`config.mk`:
```
export PLATFORM = sky130hd
export DESIGN_NAME = bcd_rtc
export DESIGN_NICKNAME = d
export VERILOG_FILES = /design/src/rtl/rtc_pkg.sv /design/src/rtl/rtc_chain.sv /design/src/rtl/rtc_alarm.sv /design/src/rtl/bcd_rtc.sv
export SDC_FILE = /design/constraint.sdc
export NUM_CORES = 1
export LEC_CHECK = 0
export BUFFER_PORTS_ARGS = -buffer_cell sky130_fd_sc_hd__buf_2
export CORE_MARGIN = 5
export CORE_UTILIZATION = 40
export DETAILED_ROUTE_END_ITERATION = 8
export GPL_TIMING_DRIVEN = 0
export RECOVER_POWER = 25
export SYNTH_ARGS = -nofsm -noshare
export SYNTH_HDL_FRONTEND = slang
export SYNTH_SLANG_ARGS = --single-unit
```
`constraint.sdc`:
```
create_clock -name clk -period 3.3 [get_ports clk]
set_clock_uncertainty 0.2 [all_clocks]
set_input_delay 0.66 -clock clk [delete_from_list [all_inputs] [get_ports clk]]
set_output_delay 0.66 -clock clk [all_outputs]
set_load 0.005 [all_outputs]
```
`src/rtl/rtc_pkg.sv`:
```
package rtc_pkg;
  localparam int RTC_AW = 4;
  localparam int RTC_DW = 8;

  typedef logic [RTC_DW-1:0] bcd_t;

  typedef struct packed {
    bcd_t hund;
    bcd_t sec;
    bcd_t min;
    bcd_t hour;
    bcd_t wday;
    bcd_t date;
    bcd_t month;
    bcd_t year;
  } rtc_time_t;

  localparam logic [RTC_AW-1:0] A_HUND  = 4'h0;
  localparam logic [RTC_AW-1:0] A_SEC   = 4'h1;
  localparam logic [RTC_AW-1:0] A_MIN   = 4'h2;
  localparam logic [RTC_AW-1:0] A_HOUR  = 4'h3;
  localparam logic [RTC_AW-1:0] A_WDAY  = 4'h4;
  localparam logic [RTC_AW-1:0] A_DATE  = 4'h5;
  localparam logic [RTC_AW-1:0] A_MONTH = 4'h6;
  localparam logic [RTC_AW-1:0] A_YEAR  = 4'h7;
  localparam logic [RTC_AW-1:0] A_AMIN  = 4'h8;
  localparam logic [RTC_AW-1:0] A_AHOUR = 4'h9;
  localparam logic [RTC_AW-1:0] A_ADAY  = 4'hA;
  localparam logic [RTC_AW-1:0] A_CTRL  = 4'hB;

  localparam rtc_time_t RTC_RESET = '{hund: 8'h00, sec: 8'h00, min: 8'h00,
                                      hour: 8'h00, wday: 8'h01, date: 8'h01,
                                      month: 8'h01, year: 8'h00};

  function automatic bcd_t bcd_add1(input bcd_t v);
    if (v[3:0] == 4'd9) return {v[7:4] + 4'd1, 4'd0};
    return v + 8'd1;
  endfunction

  function automatic bcd_t bcd2bin(input bcd_t v);
    return ({4'd0, v[7:4]} * 8'd10) + {4'd0, v[3:0]};
  endfunction

  function automatic bcd_t month_len(input bcd_t month, input bcd_t year);
    bcd_t yb;
    yb = bcd2bin(year);
    case (month)
      8'h02: return (yb[1:0] == 2'b00) ? 8'h29 : 8'h28;
      8'h04, 8'h06, 8'h09, 8'h11: return 8'h30;
      default: return 8'h31;
    endcase
  endfunction

  // Returns {day_carry, next_hour_byte}
  function automatic logic [RTC_DW:0] hour_step(input bcd_t h);
    bcd_t n;
    bcd_t t;
    logic c;
    n = h;
    c = 1'b0;
    if (h[6]) begin
      if (h[4:0] == 5'h12) begin
        n[4:0] = 5'h01;
      end else if (h[4:0] == 5'h11) begin
        n[4:0] = 5'h12;
        n[5]   = ~h[5];
        c      = h[5];
      end else begin
        t = bcd_add1({3'd0, h[4:0]});
        n[4:0] = t[4:0];
      end
    end else begin
      if (h[5:0] == 6'h23) begin
        n[5:0] = 6'h00;
        c      = 1'b1;
      end else begin
        t = bcd_add1({2'd0, h[5:0]});
        n[5:0] = t[5:0];
      end
    end
    n[7] = 1'b0;
    return {c, n};
  endfunction

  function automatic rtc_time_t put_field(input rtc_time_t t,
                                          input logic [RTC_AW-1:0] a,
                                          input bcd_t d);
    rtc_time_t r;
    r = t;
    case (a)
      A_HUND:  r.hund  = d;
      A_SEC:   r.sec   = d & 8'h7F;
      A_MIN:   r.min   = d & 8'h7F;
      A_HOUR:  r.hour  = d & 8'h7F;
      A_WDAY:  r.wday  = d & 8'h07;
      A_DATE:  r.date  = d & 8'h3F;
      A_MONTH: r.month = d & 8'h1F;
      A_YEAR:  r.year  = d;
      default: ;
    endcase
    return r;
  endfunction
endpackage

```
`src/rtl/rtc_chain.sv`:
```
module rtc_chain
  import rtc_pkg::*;
(
  input  rtc_time_t cur,
  output rtc_time_t nxt,
  output logic      sec_roll
);
  logic c_hund, c_sec, c_min, c_hour, c_date;
  logic last_day;
  logic [RTC_DW:0] hs;

  always_comb begin
    nxt      = cur;
    hs       = hour_step(cur.hour);
    last_day = (cur.date == month_len(cur.month, cur.year));

    c_hund   = (cur.hund == 8'h99);
    nxt.hund = c_hund ? 8'h00 : bcd_add1(cur.hund);

    c_sec = c_hund && (cur.sec == 8'h59);
    if (c_hund) nxt.sec = (cur.sec == 8'h59) ? 8'h00 : bcd_add1(cur.sec);

    c_min = c_sec && (cur.min == 8'h59);
    if (c_sec) nxt.min = (cur.min == 8'h59) ? 8'h00 : bcd_add1(cur.min);

    c_hour = c_min && hs[RTC_DW];
    if (c_min) nxt.hour = hs[RTC_DW-1:0];

    if (c_hour) begin
      nxt.wday = (cur.wday == 8'h07) ? 8'h01 : bcd_add1(cur.wday);
      nxt.date = last_day ? 8'h01 : bcd_add1(cur.date);
    end
    c_date = c_hour && last_day;

    if (c_date) begin
      nxt.month = (cur.month == 8'h12) ? 8'h01 : bcd_add1(cur.month);
      if (cur.month == 8'h12)
        nxt.year = (cur.year == 8'h99) ? 8'h00 : bcd_add1(cur.year);
    end

    sec_roll = c_sec;
  end
endmodule

```
`src/rtl/rtc_alarm.sv`:
```
module rtc_alarm
  import rtc_pkg::*;
(
  input  logic clk,
  input  logic rst_n,
  input  logic evt,
  input  bcd_t cur_min,
  input  bcd_t cur_hour,
  input  bcd_t cur_wday,
  input  bcd_t alm_min,
  input  bcd_t alm_hour,
  input  bcd_t alm_day,
  input  logic clr,
  output logic fire,
  output logic flag
);
  logic hit_min, hit_hour, hit_day;

  always_comb begin
    hit_min  = alm_min[7]  || ((alm_min  & 8'h7F) == cur_min);
    hit_hour = alm_hour[7] || ((alm_hour & 8'h7F) == cur_hour);
    hit_day  = alm_day[7]  || ((alm_day  & 8'h07) == cur_wday);
    fire     = evt && hit_min && hit_hour && hit_day;
  end

  always_ff @(posedge clk) begin
    if (!rst_n)     flag <= 1'b0;
    else if (fire)  flag <= 1'b1;
    else if (clr)   flag <= 1'b0;
  end
endmodule

```
`src/rtl/bcd_rtc.sv`:
```
module bcd_rtc
  import rtc_pkg::*;
(
  input  logic              clk,
  input  logic              rst_n,
  input  logic              tick,
  input  logic              reg_wr,
  input  logic              reg_rd,
  input  logic [RTC_AW-1:0] reg_addr,
  input  logic [RTC_DW-1:0] reg_wdata,
  output logic [RTC_DW-1:0] reg_rdata,
  output logic              alarm_flag
);
  rtc_time_t int_q, ext_q, nxt, int_d, ext_d;
  logic osc_off_q, sqw_off_q, xfer_q;
  bcd_t alm_min_q, alm_hour_q, alm_day_q;

  // named events for the checker
  logic step, sec_roll, fire, alarm_acc, wr_time, wr_hund;
  bcd_t int_hund, ext_hund;

  assign step      = tick && !osc_off_q;
  assign wr_time   = reg_wr && (reg_addr <= A_YEAR);
  assign wr_hund   = reg_wr && (reg_addr == A_HUND);
  assign alarm_acc = (reg_wr || reg_rd) &&
                     (reg_addr == A_AMIN || reg_addr == A_AHOUR || reg_addr == A_ADAY);
  assign int_hund  = int_q.hund;
  assign ext_hund  = ext_q.hund;

  rtc_chain u_chain (
    .cur      (int_q),
    .nxt      (nxt),
    .sec_roll (sec_roll)
  );

  rtc_alarm u_alarm (
    .clk      (clk),
    .rst_n    (rst_n),
    .evt      (step && sec_roll),
    .cur_min  (nxt.min),
    .cur_hour (nxt.hour),
    .cur_wday (nxt.wday),
    .alm_min  (alm_min_q),
    .alm_hour (alm_hour_q),
    .alm_day  (alm_day_q),
    .clr      (alarm_acc),
    .fire     (fire),
    .flag     (alarm_flag)
  );

  always_comb begin
    int_d = step ? nxt : int_q;
    ext_d = (step && xfer_q) ? nxt : ext_q;
    if (wr_time) begin
      int_d = put_field(int_d, reg_addr, reg_wdata);
      ext_d = put_field(ext_d, reg_addr, reg_wdata);
    end
  end

  always_ff @(posedge clk) begin
    if (!rst_n) begin
      int_q      <= RTC_RESET;
      ext_q      <= RTC_RESET;
      osc_off_q  <= 1'b0;
      sqw_off_q  <= 1'b0;
      xfer_q     <= 1'b1;
      alm_min_q  <= '0;
      alm_hour_q <= '0;
      alm_day_q  <= '0;
    end else begin
      int_q <= int_d;
      ext_q <= ext_d;
      if (reg_wr) begin
        case (reg_addr)
          A_MONTH: begin
            osc_off_q <= reg_wdata[7];
            sqw_off_q <= reg_wdata[6];
          end
          A_CTRL:  xfer_q     <= reg_wdata[7];
          A_AMIN:  alm_min_q  <= reg_wdata;
          A_AHOUR: alm_hour_q <= reg_wdata;
          A_ADAY:  alm_day_q  <= reg_wdata & 8'h87;
          default: ;
        endcase
      end
    end
  end

  always_comb begin
    case (reg_addr)
      A_HUND:  reg_rdata = ext_q.hund;
      A_SEC:   reg_rdata = ext_q.sec;
      A_MIN:   reg_rdata = ext_q.min;
      A_HOUR:  reg_rdata = ext_q.hour;
      A_WDAY:  reg_rdata = ext_q.wday;
      A_DATE:  reg_rdata = ext_q.date;
      A_MONTH: reg_rdata = ext_q.month | {osc_off_q, sqw_off_q, 6'd0};
      A_YEAR:  reg_rdata = ext_q.year;
      A_AMIN:  reg_rdata = alm_min_q;
      A_AHOUR: reg_rdata = alm_hour_q;
      A_ADAY:  reg_rdata = alm_day_q;
      A_CTRL:  reg_rdata = {xfer_q, 6'd0, alarm_flag};
      default: reg_rdata = '0;
    endcase
  end
endmodule

```
==> metrics <==
clock tree from TritonCTS=done; DR vias/cell=6.25; Synth Instances=1,344; GRT overflow=0; Final #Nets=1,434; WP data required=2440 ps; slew margin rel.=0.294; Crit. End Element=output port; DRT met1 WL=17.7 mm; run status=finished with violations; Pwr Density=429 mW/mm^2; drt initial violations=1,187; first-pass GRT wire length=61.6 mm; Seq/Total Area, Yosys=0.308; Area Overhead vs Synth=14.2%; Worst Hold Class=flop to flop; number of global-route vias before repair=10,100; Fill cells=2,509; wire length on met3=3.57 mm; Total GRT Usage=0.285; CTS max path bufs=2; clock latency on the worst-skew pair=450 ps; Die ar.=0.0279 sq mm; Setup crit start kind=input port; CP max FO=10; Post-route DRC=0; vias=10,800; #FFs+latches synth=152; gpl congestion=1.06; crit path from=reg_addr[2]; RSZ-0062 raised after global routing=true; largest net degree at the start of global routing=17; maxcap violations=0; root buffer cell=clkbuf_16; Final ANT Viol Nets=0; hold_sp=sqw_off_q; main flop type after synthesis=dfxtp_1; met2 wire length=18.0 mm; list of most frequent post-synthesis cells=nand2_1 (205), dfxtp_1 (152), a21oi_1 (123), nor2_1 (108), o21ai_0 (93); leakage power=0.00411 uW; Net Count, Synth=1,388; syn avg cell area=7.35 sq um; yosys warns=0; Final Slew Violations=0; FF-to-FF Start=int_q[9]; core area=0.0243 sq mm; Worst-Margin Slew=1060 ps; EDFF count, synth=0; Synth area leader=dfxtp_1; fin crit period=3310 ps; Worst-path clk slew=60 ps; failing checks=negative setup slack; starting density of the core=0.406; hpwl dp=29.7 mm; count leader, synth=nand2_1; Routed WL=41.2 mm; Synth async-reset ratio=0; initial antenna violation count=1; die width=167 um; top routing layer in use=met5; crit share post-route=1.00; final core utilization=0.464; Mapped Area=0.00988 sq mm; TNS Setup=-13.0 ps; final setup vio count=1; Fin. Hold Viols=0; ratio of cells with drive above 1 in the final layout=0.0976; setup ws final=-13.0 ps; synth top area cells=dfxtp_1 (31%), nand2_1 (7.8%), a21oi_1 (6.2%); Power Total=4840 uW; Port Buffer Count=18; maximum VDD drop=0.323 mV; DR WL/cell=23.9 um; f_max=0.302 GHz; Site Rows=57; cts bufs inserted=17; Crit path arrival time=2450 ps; minimum hold slack=255 ps; ANT cells=0; Top-Level Pins=26; Pre-antenna DRT Iters=6; die height=167 um; post-synth top area share=0.308; H-Tree Level Count=4; crit path kind=input port to output port; Yosys cell types=80; Sink Count=152
==> path summary, 6_finish.rpt <==
check	slack, ps	cells after the start	endpoint
setup reg to reg	70	9	int_q[6]
setup / recovery	-10	9	reg_rdata[0]
hold reg to reg	250	2	sqw_off_q
hold / removal	250	2	sqw_off_q
==> stage by stage <==
step / setup slack, ps / std cells / instance area, sq um
after floorplan: 15.2 / 1344 / 9880
after global placement: -1310 / 1686 / 10400
after detailed placement: -816 / 1686 / 10400
after CTS: -14.4 / 1723 / 11200
after global routing: -97.7 / 1727 / 11300
final: -13.0 / 1727 / 11300
==> where the power goes <==
group	leakage, uW	internal (uW)	switching (uW)	total [uW]
combinational	0.00257	238	490	728
clock	0.000302	1220	883	2100
sequential	0.00124	1920	99.4	2020
==> cells by family after synthesis <==
kind of cell	after synthesis	synth area share
flip-flops	152	0.308
AO/OA/AOI/OAI	403	0.258
XOR/XNOR	38	0.0337
adder cells (fa/ha/maj)	27	0.0342
AND/OR/NAND/NOR	529	0.257
buffers and inverters	145	0.0569
multiplexers	50	0.0523
==> flip-flops by register name, indices dropped and copies added, names as in the netlist, 4 cells and up <==
register	count
alm_min_q	8
int_q	56
alm_hour_q	8
ext_hund	8
ext_q	56
int_hund	8
alm_day_q	4
==> area by class of cell <==
cell class	instances	area [sq um]	area share
timing repair buffer	30	189	0.0167
inverter	35	134	0.0119
multi-input combinational	1047	6430	0.570
buffer	107	465	0.0412
sequential	152	3050	0.270
clock buffer	18	439	0.0389
clock inverter	14	173	0.0153
tap	324	405	0.0359
==> what timing repair did <==
| item | CTS | global route |
|---|---|---|
| pin swaps | 7 | 7 |
| resized for setup | 40 | 36 |
| hold buffers | 0 | 0 |
| setup endpoints to repair | 71 | 44 |
| buffers inserted | 8 | 4 |
==> cells in the final DEF, fill, tap and decap left out, drive strengths merged, types with 8 or more instances in the layout <==
master	count
a211oi	21
a21oi	124
a22oi	14
a31oi	29
and2	9
and3	15
and3b	9
buf	47
clkbuf	108
clkinv	8
dfxtp	152
ha	27
inv	37
mux2	13
mux2i	37
nand2	207
nand2b	12
nand3	41
nand4	14
nor2	109
nor2b	14
nor3	37
nor4	14
o211ai	47
o21ai	94
o31a	8
or3	8
or4	8
xnor2	19
xor2	19
==> worst max-delay path, stage by stage <==
cell and delay, ps:
buf_2 130, buf_4 210, buf_6 180, mux2_2 340
a22oi_1 280, o21ai_0 150, nand2_1 100, o2111ai_1 190
buf_2 200
==> per-layer routing <==
layer	GRT usage	vias to the layer above
li1	-	4957
met1	0.387	5181
met2	0.438	525
met3	0.0622	124
met4	0.125	2
met5	0	-
No activity file was read; power rests on OpenSTA's default activity.
